==> src/rtl/strip_seq_pkg.sv <==
package strip_seq_pkg;

  typedef enum logic [0:0] {
    SEQ_IDLE  = 1'b0,
    SEQ_ISSUE = 1'b1
  } seq_state_e;

  // Length of the opening strip from the remainder and the suppression choice.
  function automatic int unsigned opening_len(input int unsigned rem,
                                              input bit total_nonzero,
                                              input bit drop_empty,
                                              input int unsigned mvl);
    if (drop_empty && rem == 0 && total_nonzero) return mvl;
    return rem;
  endfunction

  // True when the strip that follows a full step is the closing one.
  function automatic bit closes_after(input int unsigned left_now,
                                      input int unsigned cur_len,
                                      input int unsigned mvl);
    return (left_now - cur_len) == mvl;
  endfunction

endpackage

==> src/rtl/strip_first_len.sv <==
module strip_first_len #(
  parameter int unsigned MVL            = 64,
  parameter int unsigned N_W            = 16,
  parameter bit          SUPPRESS_EMPTY = 1'b0,
  localparam int unsigned LEN_W         = $clog2(MVL + 1)
) (
  input  logic [N_W-1:0]   total_i,
  output logic [LEN_W-1:0] first_len_o
);
  import strip_seq_pkg::*;

  localparam bit IS_POW2 = ((MVL & (MVL - 1)) == 0);

  logic [LEN_W-1:0] rem_w;

  generate
    if (IS_POW2) begin : g_mask
      localparam int unsigned SH = $clog2(MVL);
      assign rem_w = LEN_W'(total_i[SH-1:0]);
    end else begin : g_mod
      assign rem_w = LEN_W'(total_i % N_W'(MVL));
    end
  endgenerate

  always_comb begin
    first_len_o = LEN_W'(opening_len(32'(rem_w), total_i != '0,
                                     SUPPRESS_EMPTY, MVL));
  end
endmodule

==> src/rtl/strip_ctrl.sv <==
module strip_ctrl (
  input  logic clk,
  input  logic rst_n,
  input  logic start_i,
  input  logic ready_i,
  input  logic last_i,
  output logic valid_o,
  output logic accept_o,
  output logic advance_o,
  output logic finish_o
);
  import strip_seq_pkg::*;

  seq_state_e state_q, state_d;

  assign valid_o   = (state_q == SEQ_ISSUE);
  assign accept_o  = (state_q == SEQ_IDLE) && start_i;
  assign advance_o = valid_o && ready_i && !last_i;
  assign finish_o  = valid_o && ready_i && last_i;

  always_comb begin
    state_d = state_q;
    unique case (state_q)
      SEQ_IDLE:  if (accept_o) state_d = SEQ_ISSUE;
      SEQ_ISSUE: if (finish_o) state_d = SEQ_IDLE;
      default:   state_d = SEQ_IDLE;
    endcase
  end

  always_ff @(posedge clk or negedge rst_n) begin
    if (!rst_n) state_q <= SEQ_IDLE;
    else        state_q <= state_d;
  end
endmodule

==> src/rtl/strip_cursor.sv <==
module strip_cursor #(
  parameter int unsigned MVL    = 64,
  parameter int unsigned N_W    = 16,
  localparam int unsigned LEN_W = $clog2(MVL + 1)
) (
  input  logic             clk,
  input  logic             rst_n,
  input  logic             load_i,
  input  logic             advance_i,
  input  logic [N_W-1:0]   total_i,
  input  logic [LEN_W-1:0] first_len_i,
  output logic [N_W-1:0]   start_o,
  output logic [LEN_W-1:0] len_o,
  output logic             last_o,
  output logic [N_W-1:0]   total_o
);
  import strip_seq_pkg::*;

  logic [N_W-1:0]   start_q, left_q, total_q;
  logic [LEN_W-1:0] len_q;
  logic             last_q;
  logic [N_W-1:0]   len_ext;

  assign len_ext = N_W'(len_q);

  always_ff @(posedge clk or negedge rst_n) begin
    if (!rst_n) begin
      start_q <= '0;
      left_q  <= '0;
      total_q <= '0;
      len_q   <= '0;
      last_q  <= 1'b0;
    end else if (load_i) begin
      start_q <= '0;
      left_q  <= total_i;
      total_q <= total_i;
      len_q   <= first_len_i;
      last_q  <= (N_W'(first_len_i) == total_i);
    end else if (advance_i) begin
      start_q <= start_q + len_ext;
      left_q  <= left_q - len_ext;
      len_q   <= LEN_W'(MVL);
      last_q  <= closes_after(32'(left_q), 32'(len_q), MVL);
    end
  end

  assign start_o = start_q;
  assign len_o   = len_q;
  assign last_o  = last_q;
  assign total_o = total_q;
endmodule

==> src/rtl/strip_seq.sv <==
module strip_seq #(
  parameter int unsigned MVL            = 64,
  parameter int unsigned N_W            = 16,
  parameter bit          SUPPRESS_EMPTY = 1'b0,
  localparam int unsigned LEN_W         = $clog2(MVL + 1)
) (
  input  logic             clk,
  input  logic             rst_n,
  input  logic             start_i,
  input  logic [N_W-1:0]   total_i,
  input  logic             strip_ready_i,
  output logic             strip_valid_o,
  output logic [N_W-1:0]   strip_start_o,
  output logic [LEN_W-1:0] strip_len_o,
  output logic             strip_last_o
);
  // Named internal events, used by the bound checker.
  logic             accept_w;
  logic             advance_w;
  logic             finish_w;
  logic [N_W-1:0]   total_q_w;
  logic [LEN_W-1:0] first_len_w;

  strip_first_len #(
    .MVL(MVL), .N_W(N_W), .SUPPRESS_EMPTY(SUPPRESS_EMPTY)
  ) u_first (
    .total_i     (total_i),
    .first_len_o (first_len_w)
  );

  strip_ctrl u_ctrl (
    .clk       (clk),
    .rst_n     (rst_n),
    .start_i   (start_i),
    .ready_i   (strip_ready_i),
    .last_i    (strip_last_o),
    .valid_o   (strip_valid_o),
    .accept_o  (accept_w),
    .advance_o (advance_w),
    .finish_o  (finish_w)
  );

  strip_cursor #(.MVL(MVL), .N_W(N_W)) u_cursor (
    .clk         (clk),
    .rst_n       (rst_n),
    .load_i      (accept_w),
    .advance_i   (advance_w),
    .total_i     (total_i),
    .first_len_i (first_len_w),
    .start_o     (strip_start_o),
    .len_o       (strip_len_o),
    .last_o      (strip_last_o),
    .total_o     (total_q_w)
  );
endmodule

==> config.mk <==
export PLATFORM = sky130hd
export DESIGN_NAME = strip_seq
export DESIGN_NICKNAME = d
export VERILOG_FILES = /design/src/rtl/strip_seq_pkg.sv /design/src/rtl/strip_first_len.sv /design/src/rtl/strip_ctrl.sv /design/src/rtl/strip_cursor.sv /design/src/rtl/strip_seq.sv
export SDC_FILE = /design/constraint.sdc
export NUM_CORES = 1
export LEC_CHECK = 0
export BUFFER_PORTS_ARGS = -buffer_cell sky130_fd_sc_hd__buf_2
export CORE_MARGIN = 4
export CORE_UTILIZATION = 44
export DETAILED_ROUTE_END_ITERATION = 8
export PLACE_DENSITY = 0.65
export SYNTH_ARGS = -nofsm -noshare
export SYNTH_HDL_FRONTEND = slang
export SYNTH_SLANG_ARGS = --single-unit
==> constraint.sdc <==
create_clock -name clk -period 3.1 [get_ports clk]
set_input_delay 0.155 -clock clk [delete_from_list [all_inputs] [get_ports clk]]
set_output_delay 0.155 -clock clk [all_outputs]
set_load 0.03 [all_outputs]
Word level (Yosys, flattened, before mapping)

Cells that the tools add are included.

Bits of input ports: 20
Logic and storage cells: 28
Output and inout port bits: 25
Register bits after elaboration: 41

Equality and inequality tests: 1
Bitwise operators: 1
Add/subtract/negate cells: 3
Multiplexer cells: 11
Reductions and logical operators: 7

Operator list:

| cell                                                  | number |
|---|---|
| two-way mux 16 bit                                    | 4 |
| equality test 32 x 7 -> 1 bit (second input constant) | 1 |
| subtractor 16 x 7 -> 17 bit                           | 1 |
| adder 16 x 7 -> 16 bit                                | 1 |
| subtractor 16 x 7 -> 16 bit                           | 1 |
| two-way mux 7 bit                                     | 2 |
| logical NOT 10 bit                                    | 1 |
| logical AND 1 bit                                     | 4 |
| two-way mux 1 bit                                     | 4 |
| one-hot mux 1 bit (2 select lines)                    | 1 |
| nonzero test 2 bit                                    | 1 |
| logical NOT 1 bit                                     | 1 |
| NOT 1 bit                                             | 1 |

Depth between registers and ports, before layout

Gate-level depths: netlist of run 1.

Word-level depth: 4
Depth in mapped cells: 9
Mapped depth without buffers: 9

By module

Synthesis of run 1 repeated with hierarchy kept, for this count alone.

Cell total of the unflattened synthesis: 348
Area total of the unflattened synthesis: 3324.4 µm²

By module, submodules not included:

| module          | seq. area each (µm²) | cells an instance | area an instance (µm²) | times used |
|---|---|---|---|---|
| strip_cursor    | 1401.3               | 333               | 3205.6                 | 1 |
| strip_ctrl      | 25.0                 | 7                 | 62.6                   | 1 |
| strip_first_len | 0.0                  | 8                 | 56.3                   | 1 |

Least setup slack after synthesis of run 1

No wires, ideal clock.

Path kind: register to register
Start: reg u_cursor.len_q[0] (netlist: u_cursor.len_o[0])
End: reg u_cursor.last_q (netlist: u_cursor.last_o)
Setup slack: 0.731 ns
Period minus slack after synthesis: 2.369 ns
Arrival time: 2.273 ns
Library setup time: 0.095 ns
Required time: 3.005 ns
Cell stages (with the launch flop): 9
Buffers on the path: 0
Cell sequence: dfrtp_1 > ha_1 > fa_1 > xor2_1 > nand4b_1 > a2111oi_0 > o2111a_1 > o2111ai_1 > o31ai_1

Cells in the longest elaborated chain, start to end: 4

RTL lines:

| element                       | line                | text |
|---|---|---|
| from (decl)                   | strip_cursor.sv:20  | `logic [LEN_W-1:0] len_q;` |
| from (signal assigned)        | strip_cursor.sv:37  | `len_q <= first_len_i;` |
| from (signal assigned)        | strip_cursor.sv:42  | `len_q <= LEN_W'(MVL);` |
| subtractor 16 x 7 -> 17 bit   | strip_seq_pkg.sv:21 | `return (left_now - cur_len) == mvl;` |
| equality test 32 x 7 -> 1 bit | strip_seq_pkg.sv:21 |  |
| two-way mux 1 bit             | strip_cursor.sv:39  | `end else if (advance_i) begin` |
| two-way mux 1 bit             | strip_cursor.sv:33  | `end else if (load_i) begin` |
| to (signal assigned)          | strip_cursor.sv:38  | `last_q <= (N_W'(first_len_i) == total_i);` |
| to (signal assigned)          | strip_cursor.sv:43  | `last_q <= closes_after(32'(left_q), 32'(len_q), MVL);` |
| to (decl)                     | strip_cursor.sv:21  | `logic last_q;` |

Every way passes these cells. The select of a mux whose other input is x is not followed.
A chain may end at the register's enable or synchronous reset.

Worst setup path in the final report of run 1

Ends and elaborated chain as after synthesis.

==> results of run 1 <==
[path summary, 6_finish.rpt]
| path | startpoint | endpoint | slack, ns | depth (start not counted) |
|---|---|---|---|---|
| min reg2reg | u_cursor.start_o[11] | u_cursor.start_o[11] | 0.50 | 1 |
| min in group clk | total_i[3] | u_cursor.len_o[3] | 0.08 | 3 |
| max | u_cursor.len_o[0] | u_cursor.last_o | 0.53 | 8 |
| max in group asynchronous | rst_n | u_cursor.left_q[5] | 2.50 | 1 |
| min | rst_n | u_cursor.start_o[0] | 0.009 | 1 |
| max reg2reg | u_cursor.len_o[0] | u_cursor.last_o | 0.53 | 8 |
[per-layer routing]
layer | up-vias | routed length [µm] | GRT usage, % | part of all wire (%)
met3 | 4 | 349 | 4.024 | 5.5
met4 | 0 | 53 | 4.825 | 0.83
met2 | 57 | 2855 | 29.12 | 45
met5 | - | 0 | 0 | 0
met1 | 1080 | 3135 | 25.34 | 49
li1 | 1111 | - | - | -
[power by group through the flow]
stage,Clock (W),Sequential [W],Combinational [W]
floorplan,0,0.00109,0.00138
global placement,0,0.000956,0.00201
detailed placement,0,0.000959,0.00201
CTS,0.000354,0.000952,0.00202
global route,0.000380,0.000985,0.00225
finish,0.000347,0.000955,0.00202
[sequential cells by signal, summed over array words and instances (netlist names)]
register / flops
u_cursor.left_q: 16
u_cursor.last_o: 1
u_cursor.start_o: 16
u_ctrl.valid_o: 1
u_cursor.len_o: 7
[cell families after synthesis]
| logic type | count (synthesis) |
|---|---|
| AOI/OAI and AO/OA | 82 |
| buffers and inverters | 21 |
| muxes | 3 |
| DFF | 41 |
| adders and majority gates | 16 |
| and+or+nand+nor | 100 |
| xor gates and xnor gates | 13 |
[stage by stage]
stage,power [W],worst slack [ns]
floorplan,0.002467,0.7314
global placement,0.002966,0.7420
detailed placement,0.002972,0.5826
CTS,0.003329,0.5565
global route,0.003615,0.4047
finish,0.003321,0.5268
[layout by cell type, fill, tap and decap left out, types with 6 or more instances in the layout]
cell type	count
sky130_fd_sc_hd__buf_2	44
sky130_fd_sc_hd__dfrtp_1	41
sky130_fd_sc_hd__nand2_1	30
sky130_fd_sc_hd__o21ai_0	27
sky130_fd_sc_hd__nand3_1	16
sky130_fd_sc_hd__ha_1	14
sky130_fd_sc_hd__nor2_1	13
sky130_fd_sc_hd__inv_1	12
sky130_fd_sc_hd__a21oi_1	10
sky130_fd_sc_hd__xnor2_1	9
sky130_fd_sc_hd__o211ai_1	7
sky130_fd_sc_hd__nor3_1	6
[cells in the mapped netlist (all sizes together) (5+ instances only)]
cell / number
xnor2: 9
dfrtp: 41
clkbuf: 7
nor2b: 5
o21ai: 28
nand3: 16
nor3: 7
nand2b: 5
nor2: 13
inv: 12
nand2: 30
ha: 14
o211ai: 7
a21oi: 13
[final cells by class]
cell class,count,area [µm²],area share (%)
multi-input cells,214,1451,49.53
flip-flops and latches,41,1026,35.01
repair buffers,46,235.2,8.027
well taps,72,90.09,3.074
clock buffers,6,72.57,2.477
inverters,12,45.04,1.537
clock inverters,2,10.01,0.3416
==> results, run 1 <==
- The number of buffers inserted by port buffering is 44.
- The number of buffer and inverter stages on the critical path is 0.
- The first-pass detailed-route iteration total is 4.
- In this run, flip-flops and latches consume 28.8% of the power.
- For this run, design rule violations remaining after detail routing come to 0.
- Ranked by total cell area, the synthesized netlist is headed by sky130_fd_sc_hd__dfrtp_1 40%, sky130_fd_sc_hd__ha_1 6.9%, sky130_fd_sc_hd__o21ai_0 5.3%, sky130_fd_sc_hd__nand2_1 4.4%, sky130_fd_sc_hd__nand3_1 3.1%.
- Combinational logic is responsible for 60.8% of the overall power.
- Setup violations remaining at the end of the flow were counted as 0.
- The effective utilization at floorplan is 45.86%.
- The worst setup path is launched from a register.
- The post-synthesis instance total is 276.
- After synthesis, the share of flip-flops with an asynchronous set or reset is 100.0%.
- The normalized max-slew margin is 36.02%.
- The clock drives 41 sinks.
- Of the total synthesized cell area, the portion taken by full adders, half adders and majority gates is 8.419%.
- The post-route antenna net violation count is 0.
- The highest cell delay on the worst timing path is 0.42 ns.
- The CTS root buffer is sky130_fd_sc_hd__clkbuf_8.
- The number of nets handed over by synthesis was 312.
- The final layout contains 356 nets.
- The synthesized area per cell is 9.262 µm².
- In this run switching power makes up 49.74% of total power.
- The count of routing violations after the opening detailed-route iteration is 110.
- Summing the areas of all xor and xnor instances in the mapped netlist gives 4.454% of the synthesized area.
- The die covers 0.007093 mm².
- Relative to the synthesized area, the layout overhead comes to 14.64%.
- In this run the post-CTS setup repair buffer count came out at 0.
- In this run the horizontal extent of the chip is 84.22 µm.
- In this run the deepest clock path goes through 2 buffers.
- The maximum clock frequency is 388.6 MHz.
- For this run, the leading register cell type out of synthesis is sky130_fd_sc_hd__dfrtp_1.
- The wire length per cell is 16.27 µm.
- The final RePlAce weighted congestion is 0.7904.
- The total wire length after detailed routing is 6394 µm.
- CTS built an H-tree with a depth of 2.
- The hold slack is 0.008871 ns.
- Detailed routing inserted a total of 2252 vias.
- The number of antenna diodes in the final layout is 0.
- The max-slew violation count is 0.
- The sequential share of the synthesized area is 40.14%.
- The critical path goes through ha_1, fa_1, xor2_1, nand4b_1, a2111oi_0, o2111a_1, o2111ai_1, o31ai_1.
- The internal power is 0.001669 W.
- In the final timing run, aggregate negative setup slack is 0 ns.
- TritonCTS built the clock tree.
- The first global-routing pass estimated 10680 µm of wire.
- The highest net fanout along the worst path is 4.
- For this design the top-level I/O count stands at 45.
- The post-route minimum period is 2.573 ns.
- From bottom edge to top edge, the die measures 84.22 µm.
- The synthesized design spends more area on one cell type than any other, namely sky130_fd_sc_hd__dfrtp_1.
- The placed wire-length estimate after detailed placement is 4594 µm.
- The CTS buffer count is 5.
- The tightest min-delay check is of the input pin to async pin type.
- For this design, the slowest cell found on the critical path is sky130_fd_sc_hd__dfrtp_1.
- The number of max-cap violations is 0.
- Of the cells placed in the final design, the portion with a size suffix greater than 1 is 19.63%.
- The clock slew at the register clock pins of the worst setup and hold paths is 0.09 ns.
- Of the available clock period, the critical path in the final layout requires 83.01%.
- Cells fill 52.57% of the core in the end.
- After routing the design area is 0.002930 mm².
- After synthesis, the largest family of logic cells by area is compound AO/OA/AOI/OAI gates.
- The synthesized netlist devotes 20.61% of its cell area to simple gates.
- After synthesis the cells add up to 0.002556 mm².
- For the pin with the worst max-slew slack, the measured transition is 0.9597 ns.
- The required time of the worst setup path is 3.30 ns.
- The initial antenna violation count is 0.
- The critical path capture point type is a register.
- Broken down by cell family, the worst path's largest delay share belongs to compound AO/OA/AOI/OAI gates.
- The average via count per standard cell is 5.730.
- The post-layout instance count excluding filler cells is 393.
- Summed over all nets, the switching power comes to 0.001652 W.
- The number of hold-repair buffers added at the cts stage is 0.
- The total instance count after detailed placement is 385.
- The floorplan core area is 0.005574 mm².
- IR analysis of the VDD net gives a maximum drop of 511.2 µV.
- The number of gates resized after CTS was 0.
- The clock network is responsible for 10.5% of the overall power.
- The via count of the first global-routing pass is 2168.
- The global-route total usage across every layer is 18.35%.
- The number of enable flip-flop cells after synthesis is 0.
- The flow ran to the end, and the final reports show no timing, DRC or antenna violations.
- The synthesized design devotes to its leading area cell type 40.14% of total area.
- The worst setup path is of the register to register kind.
- For the worst setup path, the data arrival time is 2.78 ns.
- Setup repair after global routing left no endpoint under its margin.
- The placed cell area is 0.002848 mm².
- The maximum clock skew at final layout is 0.009831 ns.
- The pin count of the biggest net entering global routing is 42.
- The number of flip-flops and latches in the synthesized netlist is 41.
- Multiplexer cells account for 1.175% of the synthesized area.
- In this run the static leakage power is 1.385 nW.
- Fill cells in the final layout number 533.
- The source-to-sink clock delay at the later pin of the worst-skew pair is 0.29 ns.
- Synthesis instantiated 53 different standard cells from the library.
- The initialized floorplan defines 27 standard-cell rows.
- The number of warnings printed during yosys synthesis is 0.
- The total congestion overflow after global routing is 0.
- Summing the areas of all compound-gate instances in the mapped netlist gives 22.03% of the synthesized area.
- In this run the power density over the cells is 1133 mW/mm².
- The final hold violation count was 0.
No activity file was read; power rests on OpenSTA's default activity.
==> run 2: changes to the inputs <==
==> constraint.sdc (replaced) <==
create_clock -name clk -period 2.4 [get_ports clk]
set_input_delay 0.12 -clock clk [delete_from_list [all_inputs] [get_ports clk]]
set_output_delay 0.12 -clock clk [all_outputs]
set_load 0.03 [all_outputs]
==> run 2 against run 1 <==
Effect of this change:
- wire length up 2.5%
- cell area increased by 5.0%
- via count up 2.8%
- worst hold slack better by 0.040 ns
- worst setup slack lost 0.40 ns
- global-route usage increased by 0.73 points
- fmax is 13% higher
- sequential share of layout area decreased by 1.6 points
- clock power grew 48%
- combinational power rose by 44%
- total power increased by 40%
- clock skew down 0.0032 ns
- critical endpoint unchanged
- largest cell class unchanged
==> results, run 2 (synthesis gave the netlist of run 1 again) <==
- The flow ran to the end, and the final reports show no timing, DRC or antenna violations.
- Setup repair after global routing could not meet its margin everywhere.
- The floorplan step set the die width to 84.22 µm.
- The max-slew violation count was 0.
- Input and output buffers added on the ports amount to 44.
- The clock tree synthesis step divided the H-tree into 2 levels.
- The arrival time at the worst endpoint is 2.49 ns.
- The count of nets left with antenna violations once routing finished came out at 0.
- The initialized floorplan defines 27 standard-cell rows.
- STA classifies the critical path endpoint as a register.
- Leaving out fill and tap cells, the most frequent cells in the layout are 44 x sky130_fd_sc_hd__buf_2, 40 x sky130_fd_sc_hd__dfrtp_1, 30 x sky130_fd_sc_hd__nand2_1.
- Fill cells in the final layout number 517.
- At the worst endpoint, the required time is 2.61 ns.
- Clock tree synthesis found a total of 41 sinks.
- The normalized max-slew margin is 35.97%.
- The total vias in the final route is 2314.
- The total overflow left after global routing is 0.
- Summed over all nets, the switching power comes to 0.002260 W.
- Between clock sinks in the finished design, the worst skew comes to 0.006680 ns.
- After the last flow step, the layout net total stands at 368.
- Once placement completed, the tool counted placed cells totaling 396.
- From synthesis to final layout, the design area changed by 20.31%.
- The final hold violation count is 0.
- The tightest hold path in the finished design has a slack of 0.04911 ns.
- Pin placement for this block handled 45 I/O pins.
- The die boundary height is 84.22 µm.
- Entering global routing, the biggest net connects 42 pins.
- The average via count per standard cell is 5.714.
- The post-layout instance count excluding filler cells is 405.
- The placed wire-length estimate after detailed placement is 4765 µm.
- The DRC violations left is 0.
- The CTS root buffer is sky130_fd_sc_hd__clkbuf_8.
- The clock tree from TritonCTS is done.
- Once the floorplan was initialized, standard cells occupied 45.86% of the core.
- The fraction of power consumed by the clock network is 11.1%.
- The startpoint type of the worst setup path is a register.
- VDD sags by at most 592.3 µV.
- Of all nets on the critical path, the largest fanout is 3.
- The count of routing violations after the opening detailed-route iteration is 126.
- The number of max-cap violations is 0.
- Registers take 0.001027 mm².
- The wire length per cell is 16.18 µm.
- The final worst-path cycle share is 94.89%.
- The post-CTS setup-driven buffer insertion count is 0.
- The die covers 0.007093 mm².
- The total power per unit cell area is 1515 mW/mm².
- The initial antenna violation count was 0.
- The pre-antenna-repair detailed-routing pass consisted of 5 iterations.
- 0 antenna diodes ended up in the layout.
- The proportion of total power due to net switching is 48.51%.
- The combinational share of power is 62.5%.
- The first global-routing pass estimated 10950 µm of wire.
- The slew of the pin with the lowest slew margin is 0.9604 ns.
- The most common library cell in the layout ignoring fill and taps is sky130_fd_sc_hd__buf_2.
- The clock passes through at most 2 buffers.
- The class of the tightest hold or removal check is input pin to register.
- Of the cells placed in the final design, the portion with a size suffix greater than 1 is 24.02%.
- The leakage component of the power is 1.450 nW.
- The critical path is of the register to register type.
- Based on the critical path, the design can be clocked at up to 439.1 MHz.
- The internal power of the cells totals 0.002399 W.
- The total wire length after detailed routing is 6551 µm.
- The clock slew at the register clock pins of the worst setup and hold paths is 0.09 ns.
- The multi-input combinational cells in the finished layout cover a total of 0.001484 mm².
- The via count of the first global-routing pass came to 2171.
- The CTS buffer count is 5.
- The source-to-sink clock delay at the later pin of the worst-skew pair is 0.30 ns.
- The core region is 0.005574 mm².
- The clock period could shrink to 2.277 ns.
- In the global route stage, overall resource usage came out at 19.08%.
- The final RePlAce weighted congestion is 0.8611.
- The register share of total power is 26.4%.
- Setup violations remaining at the end of the flow were counted as 0.
==> run 2: per-stage QoR <==
stage / util [%] / setup WS, ns / setup TNS, ns / total power (W) / instance area (µm²)
after global placement: 52.57 / 0.1116 / 0 / 0.004013 / 2930
after floorplan: - / 0.03137 / 0 / 0.003187 / 2556
after detailed placement: 52.57 / -0.007278 / -0.007278 / 0.004049 / 2930
after global routing: 55.17 / -0.02060 / -0.02060 / 0.005057 / 3075
final: 55.17 / 0.1226 / 0 / 0.004659 / 3075
after CTS: 54.59 / 0.003979 / 0 / 0.004581 / 3043
==> run 2: area by class of cell <==
cell class,count,share of cell area [%]
Clock inverter,1,0.1627
Multi-Input combinational cell,214,48.25
Inverter,12,1.465
Clock buffer,7,3.133
Timing Repair Buffer,58,10.66
Tap cell,72,2.929
Sequential cell,41,33.40
==> run 2: routing by layer <==
| metal | global-route usage, % | up-vias | wire [µm] |
|---|---|---|---|
| met3 | 3.337 | 9 | 460 |
| met5 | 0 | - | 0 |
| met4 | 6.140 | 0 | 102 |
| li1 | - | 1137 | - |
| met1 | 27.98 | 1087 | 3146 |
| met2 | 28.48 | 81 | 2843 |
==> run 2: critical path: stages (launching register included) <==
cell	delay, ns
sky130_fd_sc_hd__dfrtp_1	0.38
sky130_fd_sc_hd__ha_1	0.24
sky130_fd_sc_hd__fa_2	0.38
sky130_fd_sc_hd__xor2_2	0.17
sky130_fd_sc_hd__nand4b_1	0.17
sky130_fd_sc_hd__a2111oi_4	0.30
sky130_fd_sc_hd__o2111a_1	0.22
sky130_fd_sc_hd__o2111ai_1	0.12
sky130_fd_sc_hd__o31ai_1	0.21
==> run 2: power groups by stage <==
| stage | registers (W) | clock network (W) | logic, W |
|---|---|---|---|
| after global placement | 0.00124 | 0 | 0.00278 |
| final | 0.00123 | 0.000515 | 0.00291 |
| after detailed placement | 0.00124 | 0 | 0.00281 |
| after floorplan | 0.00140 | 0 | 0.00179 |
| after CTS | 0.00123 | 0.000526 | 0.00283 |
| after global routing | 0.00127 | 0.000557 | 0.00323 |
==> run 2: timing repair <==
action,CTS,global route
endpoints found under the hold margin,24,0
setup endpoints to repair,1,6
pin swaps,0,2
resized for setup,1,7
hold buffers,1,0
==> run 2: worst paths after layout <==
kind                               startpoint                  end  slack (ns)  depth (start not counted)
setup reg to reg            u_cursor.len_o[0]      u_cursor.last_o        0.12                          8
setup / recovery            u_cursor.len_o[0]      u_cursor.last_o        0.12                          8
max in group asynchronous               rst_n    u_cursor.len_o[1]        1.25                          2
hold reg to reg            u_cursor.left_q[4]   u_cursor.left_q[4]        0.50                          2
min in group asynchronous               rst_n  u_cursor.start_o[3]        0.51                          2
hold / removal                    total_i[15]  u_cursor.left_q[15]        0.05                          3
